==> src/rtl/tpg_pkg.sv <==
package tpg_pkg;

  typedef enum logic [3:0] {
    TP_OFF   = 4'h0,
    TP_MID   = 4'h1,
    TP_PFS   = 4'h2,
    TP_NFS   = 4'h3,
    TP_CHK   = 4'h4,
    TP_PNL   = 4'h5,
    TP_PNS   = 4'h6,
    TP_WTOG  = 4'h7,
    TP_USER  = 4'h8,
    TP_BTOG  = 4'h9,
    TP_SYNC  = 4'hA,
    TP_ONEHI = 4'hB,
    TP_MIX   = 4'hC
  } tp_mode_e;

  localparam logic [31:0] MIX_WIDE   = 32'h0000_0A33;
  localparam logic [31:0] MIX_NARROW = 32'h0000_0263;

  // mask of w low ones
  function automatic logic [31:0] low_mask(input int w);
    logic [31:0] r;
    r = '0;
    for (int i = 0; i < 32; i++) r[i] = (i < w);
    return r;
  endfunction

  // alternating bits with the MSB of a w-bit word set
  function automatic logic [31:0] alt_hi(input int w);
    logic [31:0] r;
    r = '0;
    for (int i = 0; i < 32; i++) r[i] = (i < w) && ((i % 2) == ((w - 1) % 2));
    return r;
  endfunction

  function automatic logic [31:0] top_bit(input int w);
    logic [31:0] r;
    r = '0;
    for (int i = 0; i < 32; i++) r[i] = (i == w - 1);
    return r;
  endfunction

  function automatic logic honours_format(input logic [3:0] m);
    return (m == TP_MID) || (m == TP_PFS) || (m == TP_NFS) ||
           (m == TP_PNL) || (m == TP_PNS);
  endfunction

endpackage

==> src/rtl/tpg_pn_gen.sv <==
module tpg_pn_gen #(
  parameter int LEN = 9,
  parameter int TAP = 5,
  parameter int OW  = 12
) (
  input  logic          clk,
  input  logic          rst,
  input  logic          restart,
  output logic [OW-1:0] chunk
);

  logic [LEN-1:0] st_q;
  logic [LEN-1:0] walk;
  logic [LEN-1:0] nxt;
  logic           fb;

  always_comb begin
    walk  = restart ? {LEN{1'b1}} : st_q;
    chunk = '0;
    fb    = 1'b0;
    for (int k = 0; k < OW; k++) begin
      fb               = walk[LEN-1] ^ walk[TAP-1];
      chunk[OW-1-k]    = fb;
      walk             = {walk[LEN-2:0], fb};
    end
    nxt = walk;
  end

  always_ff @(posedge clk) begin
    if (rst) st_q <= {LEN{1'b1}};
    else     st_q <= nxt;
  end

endmodule

==> src/rtl/tpg_pattern_sel.sv <==
module tpg_pattern_sel
  import tpg_pkg::*;
#(
  parameter int DW = 12,
  parameter int NW = 10
) (
  input  logic [3:0]    mode,
  input  logic          narrow,
  input  logic          phase,
  input  logic [7:0]    b0,
  input  logic [7:0]    b1,
  input  logic [7:0]    b2,
  input  logic [7:0]    b3,
  input  logic [DW-1:0] samp,
  input  logic [DW-1:0] pn_short,
  input  logic [DW-1:0] pn_long,
  output logic [DW-1:0] raw,
  output logic          honour,
  output logic          pn_word
);

  localparam logic [DW-1:0] W_ONES = DW'(low_mask(DW));
  localparam logic [DW-1:0] N_ONES = DW'(low_mask(NW));
  localparam logic [DW-1:0] W_ALT  = DW'(alt_hi(DW));
  localparam logic [DW-1:0] N_ALT  = DW'(alt_hi(NW));
  localparam logic [DW-1:0] W_TOP  = DW'(top_bit(DW));
  localparam logic [DW-1:0] N_TOP  = DW'(top_bit(NW));
  localparam logic [DW-1:0] W_SYNC = DW'(low_mask(DW / 2));
  localparam logic [DW-1:0] N_SYNC = DW'(low_mask(NW / 2));
  localparam logic [DW-1:0] W_MIX  = DW'(MIX_WIDE);
  localparam logic [DW-1:0] N_MIX  = DW'(MIX_NARROW);

  logic [DW-1:0] ones_w, alt_w, top_w, sync_w, mix_w, user_w, pass_w;
  logic [15:0]   pair;

  always_comb begin
    ones_w = narrow ? N_ONES : W_ONES;
    alt_w  = narrow ? N_ALT  : W_ALT;
    top_w  = narrow ? N_TOP  : W_TOP;
    sync_w = narrow ? N_SYNC : W_SYNC;
    mix_w  = narrow ? N_MIX  : W_MIX;
    pair   = phase ? {b3, b2} : {b1, b0};
    user_w = narrow ? DW'(pair >> (16 - NW)) : DW'(pair >> (16 - DW));
    pass_w = narrow ? (samp >> (DW - NW)) : samp;
  end

  always_comb begin
    pn_word = 1'b0;
    unique case (mode)
      TP_MID, TP_ONEHI: raw = top_w;
      TP_PFS:           raw = ones_w;
      TP_NFS:           raw = '0;
      TP_CHK:           raw = phase ? (alt_w ^ ones_w) : alt_w;
      TP_WTOG:          raw = phase ? '0 : ones_w;
      TP_BTOG:          raw = alt_w;
      TP_SYNC:          raw = sync_w;
      TP_MIX:           raw = mix_w;
      TP_USER:          raw = user_w;
      TP_PNS: begin
        raw     = pn_short;
        pn_word = 1'b1;
      end
      TP_PNL: begin
        raw     = pn_long;
        pn_word = 1'b1;
      end
      default:          raw = pass_w;
    endcase
    honour = honours_format(mode);
  end

endmodule

==> src/rtl/tpg_fmt_apply.sv <==
module tpg_fmt_apply #(
  parameter int DW = 12,
  parameter int NW = 10
) (
  input  logic [DW-1:0] raw,
  input  logic          honour,
  input  logic          twos,
  input  logic          narrow,
  input  logic          pn_word,
  output logic [DW-1:0] fmt
);

  localparam logic [DW-1:0] W_FLIP = DW'(1) << (DW - 1);
  localparam logic [DW-1:0] N_FLIP = DW'(1) << (NW - 1);

  logic [DW-1:0] flip;

  always_comb begin
    if (!(honour && twos))        flip = '0;
    else if (narrow && !pn_word)  flip = N_FLIP;
    else                          flip = W_FLIP;
    fmt = raw ^ flip;
  end

endmodule

==> src/rtl/adc_tpg.sv <==
module adc_tpg #(
  parameter int DATA_W       = 12,
  parameter int NARROW_W     = 10,
  parameter int PN_LONG_LEN  = 23,
  parameter int PN_LONG_TAP  = 18,
  parameter int PN_SHORT_LEN = 9,
  parameter int PN_SHORT_TAP = 5
) (
  input  logic              clk,
  input  logic              rst,
  input  logic [3:0]        mode_sel,
  input  logic              narrow_sel,
  input  logic              twos_sel,
  input  logic [7:0]        usr_b0,
  input  logic [7:0]        usr_b1,
  input  logic [7:0]        usr_b2,
  input  logic [7:0]        usr_b3,
  input  logic [DATA_W-1:0] samp_in,
  output logic [DATA_W-1:0] word_out
);

  logic [3:0]        mode_q;
  logic              phase_q;
  logic              restart;
  logic              cur_phase;
  logic [DATA_W-1:0] pn_s, pn_l, raw, word_d;
  logic              honour, pn_word;

  // a new mode code restarts phase and PN seeds in the same cycle
  assign restart   = (mode_sel != mode_q);
  assign cur_phase = restart ? 1'b0 : phase_q;

  tpg_pn_gen #(.LEN(PN_SHORT_LEN), .TAP(PN_SHORT_TAP), .OW(DATA_W)) pn_short_i (
    .clk(clk), .rst(rst), .restart(restart), .chunk(pn_s)
  );

  tpg_pn_gen #(.LEN(PN_LONG_LEN), .TAP(PN_LONG_TAP), .OW(DATA_W)) pn_long_i (
    .clk(clk), .rst(rst), .restart(restart), .chunk(pn_l)
  );

  tpg_pattern_sel #(.DW(DATA_W), .NW(NARROW_W)) sel_i (
    .mode(mode_sel), .narrow(narrow_sel), .phase(cur_phase),
    .b0(usr_b0), .b1(usr_b1), .b2(usr_b2), .b3(usr_b3),
    .samp(samp_in), .pn_short(pn_s), .pn_long(pn_l),
    .raw(raw), .honour(honour), .pn_word(pn_word)
  );

  tpg_fmt_apply #(.DW(DATA_W), .NW(NARROW_W)) fmt_i (
    .raw(raw), .honour(honour), .twos(twos_sel), .narrow(narrow_sel),
    .pn_word(pn_word), .fmt(word_d)
  );

  always_ff @(posedge clk) begin
    if (rst) begin
      mode_q   <= 4'h0;
      phase_q  <= 1'b0;
      word_out <= '0;
    end else begin
      mode_q   <= mode_sel;
      phase_q  <= ~cur_phase;
      word_out <= word_d;
    end
  end

endmodule

==> config.mk <==
export PLATFORM = sky130hd
export DESIGN_NAME = adc_tpg
export DESIGN_NICKNAME = d
export VERILOG_FILES = /design/src/rtl/tpg_pkg.sv /design/src/rtl/tpg_pn_gen.sv /design/src/rtl/tpg_pattern_sel.sv /design/src/rtl/tpg_fmt_apply.sv /design/src/rtl/adc_tpg.sv
export SDC_FILE = /design/constraint.sdc
export NUM_CORES = 1
export LEC_CHECK = 0
export BUFFER_PORTS_ARGS = -buffer_cell sky130_fd_sc_hd__buf_2
export CAP_MARGIN = 0
export CORE_MARGIN = 1
export CORE_UTILIZATION = 45
export DETAILED_ROUTE_END_ITERATION = 8
export PLACE_DENSITY = 0.69
export SETUP_SLACK_MARGIN = 0.02
export SLEW_MARGIN = 10
export SYNTH_ARGS = -nofsm -noshare
export SYNTH_HDL_FRONTEND = slang
export SYNTH_SLANG_ARGS = --single-unit
==> constraint.sdc <==
create_clock -name clk -period 2.3 [get_ports clk]
set_input_delay 0.23 -clock clk [delete_from_list [all_inputs] [get_ports clk]]
set_output_delay 0.23 -clock clk [all_outputs]
set_load 0.05 [all_outputs]
==> flow_summary.json <==
{
  "finalCritPeriodShare_pct": 92.2,
  "cts_setup_buffers": 0,
  "clkSinkCount": 49,
  "htree_levels": 2,
  "grt.overflow.total": 0,
  "hold_ws_ps": 268,
  "vdd_drop_max_v": 0.000458,
  "leakagePower_nw": 1.30,
  "grt_first_pass_wirelength_um": 11400,
  "period_needed_ps": 2120,
  "async_flop_share_pct": 0,
  "syn_nets": 359,
  "drive_above_1_share_pct": 28.6,
  "timing.fmax_mhz": 471,
  "yosysSeqAreaShare_pct": 35.4,
  "hold_path.class": "input pin to flip-flop",
  "utilization_pct": 54.8,
  "worst_slew_pin_slew_ps": 538,
  "synth.top_cells.by_area": "dfxtp_1, mux4_2, nand2_1",
  "cts_made_buffers": 5,
  "netlist_area_mm2": 0.00277,
  "numPortBuffers": 55,
  "cp-end-kind": "flip-flop",
  "die_h_um": 80.5,
  "rr_startpoint": "mode_q[3]",
  "synth_edf_count": 0,
  "place_congestion": 0.865,
  "synthCells": 307,
  "grt_max_degree": 33,
  "hold_end": "word_out[6]",
  "ys_warn_count": 0,
  "synth_top_cell_by_area": "dfxtp_1",
  "finalClockSkew_ps": 7.12,
  "r2r_cells": 6,
  "first_pass_iters": 5,
  "fillers": 543,
  "antenna_found_initial": 0,
  "slew_viol_final": 0,
  "antenna_cells": 0,
  "cts-root-buf": "clkbuf_8",
  "startpoint_type": "flip-flop",
  "dieArea_mm2": 0.00647,
  "cts_tree": "yes",
  "hold_violations": 0,
  "dpl.hpwl_um": 5460,
  "grtUsageTotal_pct": 23.7,
  "ys_seq_elements": 49,
  "die_w_um": 80.5,
  "wl_um": 7450,
  "ys.flop_type": "dfxtp_1",
  "yosysTopAreaCellShare_pct": 35.4,
  "cp.arrival_ps": 2310,
  "required_ps": 2480,
  "layout.nets": 415,
  "vias_per_cell": 5.76,
  "drt_iter0_drc": 227,
  "io-pin-count": 64,
  "setup_viol": 0,
  "p_per_area_mw_per_mm2": 588,
  "clk_path_buf_depth": 2,
  "drc": 0,
  "relSlewSlack_pct": 64.1,
  "area_delta_synth_final_pct": 17.1,
  "max_cap_viol_count": 0,
  "rsz0062_at_grt": "no",
  "rrSetupSlack_ps": 180,
  "core_mm2": 0.00592,
  "status": "finished clean",
  "num_rows": 28,
  "synthDistinctLibCells": 52,
  "antenna_left": 0,
  "wl_per_cell_um": 17.0,
  "clock_latency_ps": 320,
  "worstHoldStart": "samp_in[6]",
  "r2r_end": "word_out[8]",
  "fin_ws_ps": 179,
  "postLayoutCellArea_mm2": 0.00324,
  "path_class": "flip-flop to flip-flop",
  "ctsResizeCount": 0,
  "via_count": 2528,
  "grt_pass1_vias": 2331,
  "postPlaceCellArea_mm2": 0.00314,
  "clkTransAtPathRegs_ps": 90,
  "crit_fanout": 11,
  "dp_worst_setup_slack_ps": 113,
  "synth.avg_cell_area_um2": 9.02,
  "min_delay_path_depth": 3,
  "ctsHoldBuffers": 0,
  "setup_tns_ps": 0,
  "initial_core_util_pct": 46.8
}
==> critical path: stages, from the launching register on <==
cell and delay (ps):
dfxtp_1 320, xnor2_1 280, nand4_4 160, nor2_4 360, mux4_2 570, a21oi_1 200, a221oi_2 90
==> registers in the layout, summed over array words and instances (netlist names) <==
register	cells
phase_q	1
pn_short_i.st_q	9
pn_long_i.st_q	23
mode_q	4
word_out	12
==> logic make-up (layout without fill, tap and decap cells) <==
logic type                Yosys count  in the layout  synth area share [%]
muxes                              17             17                  10.3
buffers and inverters              28             85                  5.42
DFF                                49             49                  35.4
AOI/OAI and AO/OA                  70             70                  18.5
and+or+nand+nor                   114            114                  20.4
xor gates and xnor gates           29             29                  9.98
==> synthesized netlist by cell type (7+ instances only) <==
cell and instances:
a21oi_1 19, clkbuf_1 10, nor2_1 15, nand2_1 54, nor2b_1 7, nand3_1 8
xnor2_1 7, or3_1 11, xor2_1 19, mux4_2 9, dfxtp_1 49, o21ai_0 8
a211oi_1 7
==> placed cells by master (no fill, tap or decap), drive strengths merged, types with 8 or more instances in the layout <==
cell	count
or3	11
nand2	54
buf	71
nor2	16
xnor2	10
xor2	19
mux4	9
a21oi	19
nand3	8
dfxtp	49
o21ai	8
==> per-stage QoR <==
step / instances / power [mW]
5_1_grt: 439 / 1.99
6_report: 439 / 1.91
4_1_cts: 439 / 1.91
2_1_floorplan: 307 / 1.23
3_5_place_dp: 431 / 1.36
3_3_place_gp: 431 / 1.35
==> metal layers <==
layer  global-route usage [%]  vias to the layer above  wire length, µm
met5                        0                        -                0
met4                     5.18                        0               55
met3                     6.25                        7              519
met2                     39.1                       97             3650
met1                     30.8                     1215             3230
li1                         -                     1209                -
==> worst max-delay path by stage <==
| stage | startpoint | end | slack (ps) | depth (start not counted) |
|---|---|---|---|---|
| 3_3_place_gp | mode_sel[3] | word_out[8] | 170 | 7 |
| 4_1_cts | mode_q[3] | word_out[8] | 170 | 6 |
| 3_5_place_dp | mode_sel[3] | word_out[8] | 110 | 7 |
| 6_report | mode_q[3] | word_out[8] | 180 | 6 |
| 2_1_floorplan | mode_sel[0] | word_out[8] | 380 | 8 |
| 5_1_grt | mode_q[3] | word_out[8] | 30 | 6 |
==> cell type report <==
cell class / instances / area, µm² / area share (%)
clock inverters: 2 / 16.3 / 0.502
repair buffers: 71 / 408 / 12.6
flip-flops and latches: 49 / 981 / 30.2
multi-input cells: 230 / 1640 / 50.5
well taps: 75 / 93.8 / 2.89
clock buffers: 6 / 82.6 / 2.55
inverters: 6 / 22.5 / 0.694
==> where the power goes <==
group	total, mW	switching, mW	internal (mW)
logic	0.430	0.266	0.163
registers	0.911	0.0181	0.893
clock network	0.568	0.320	0.248
Power figures use the tool's default switching activity.
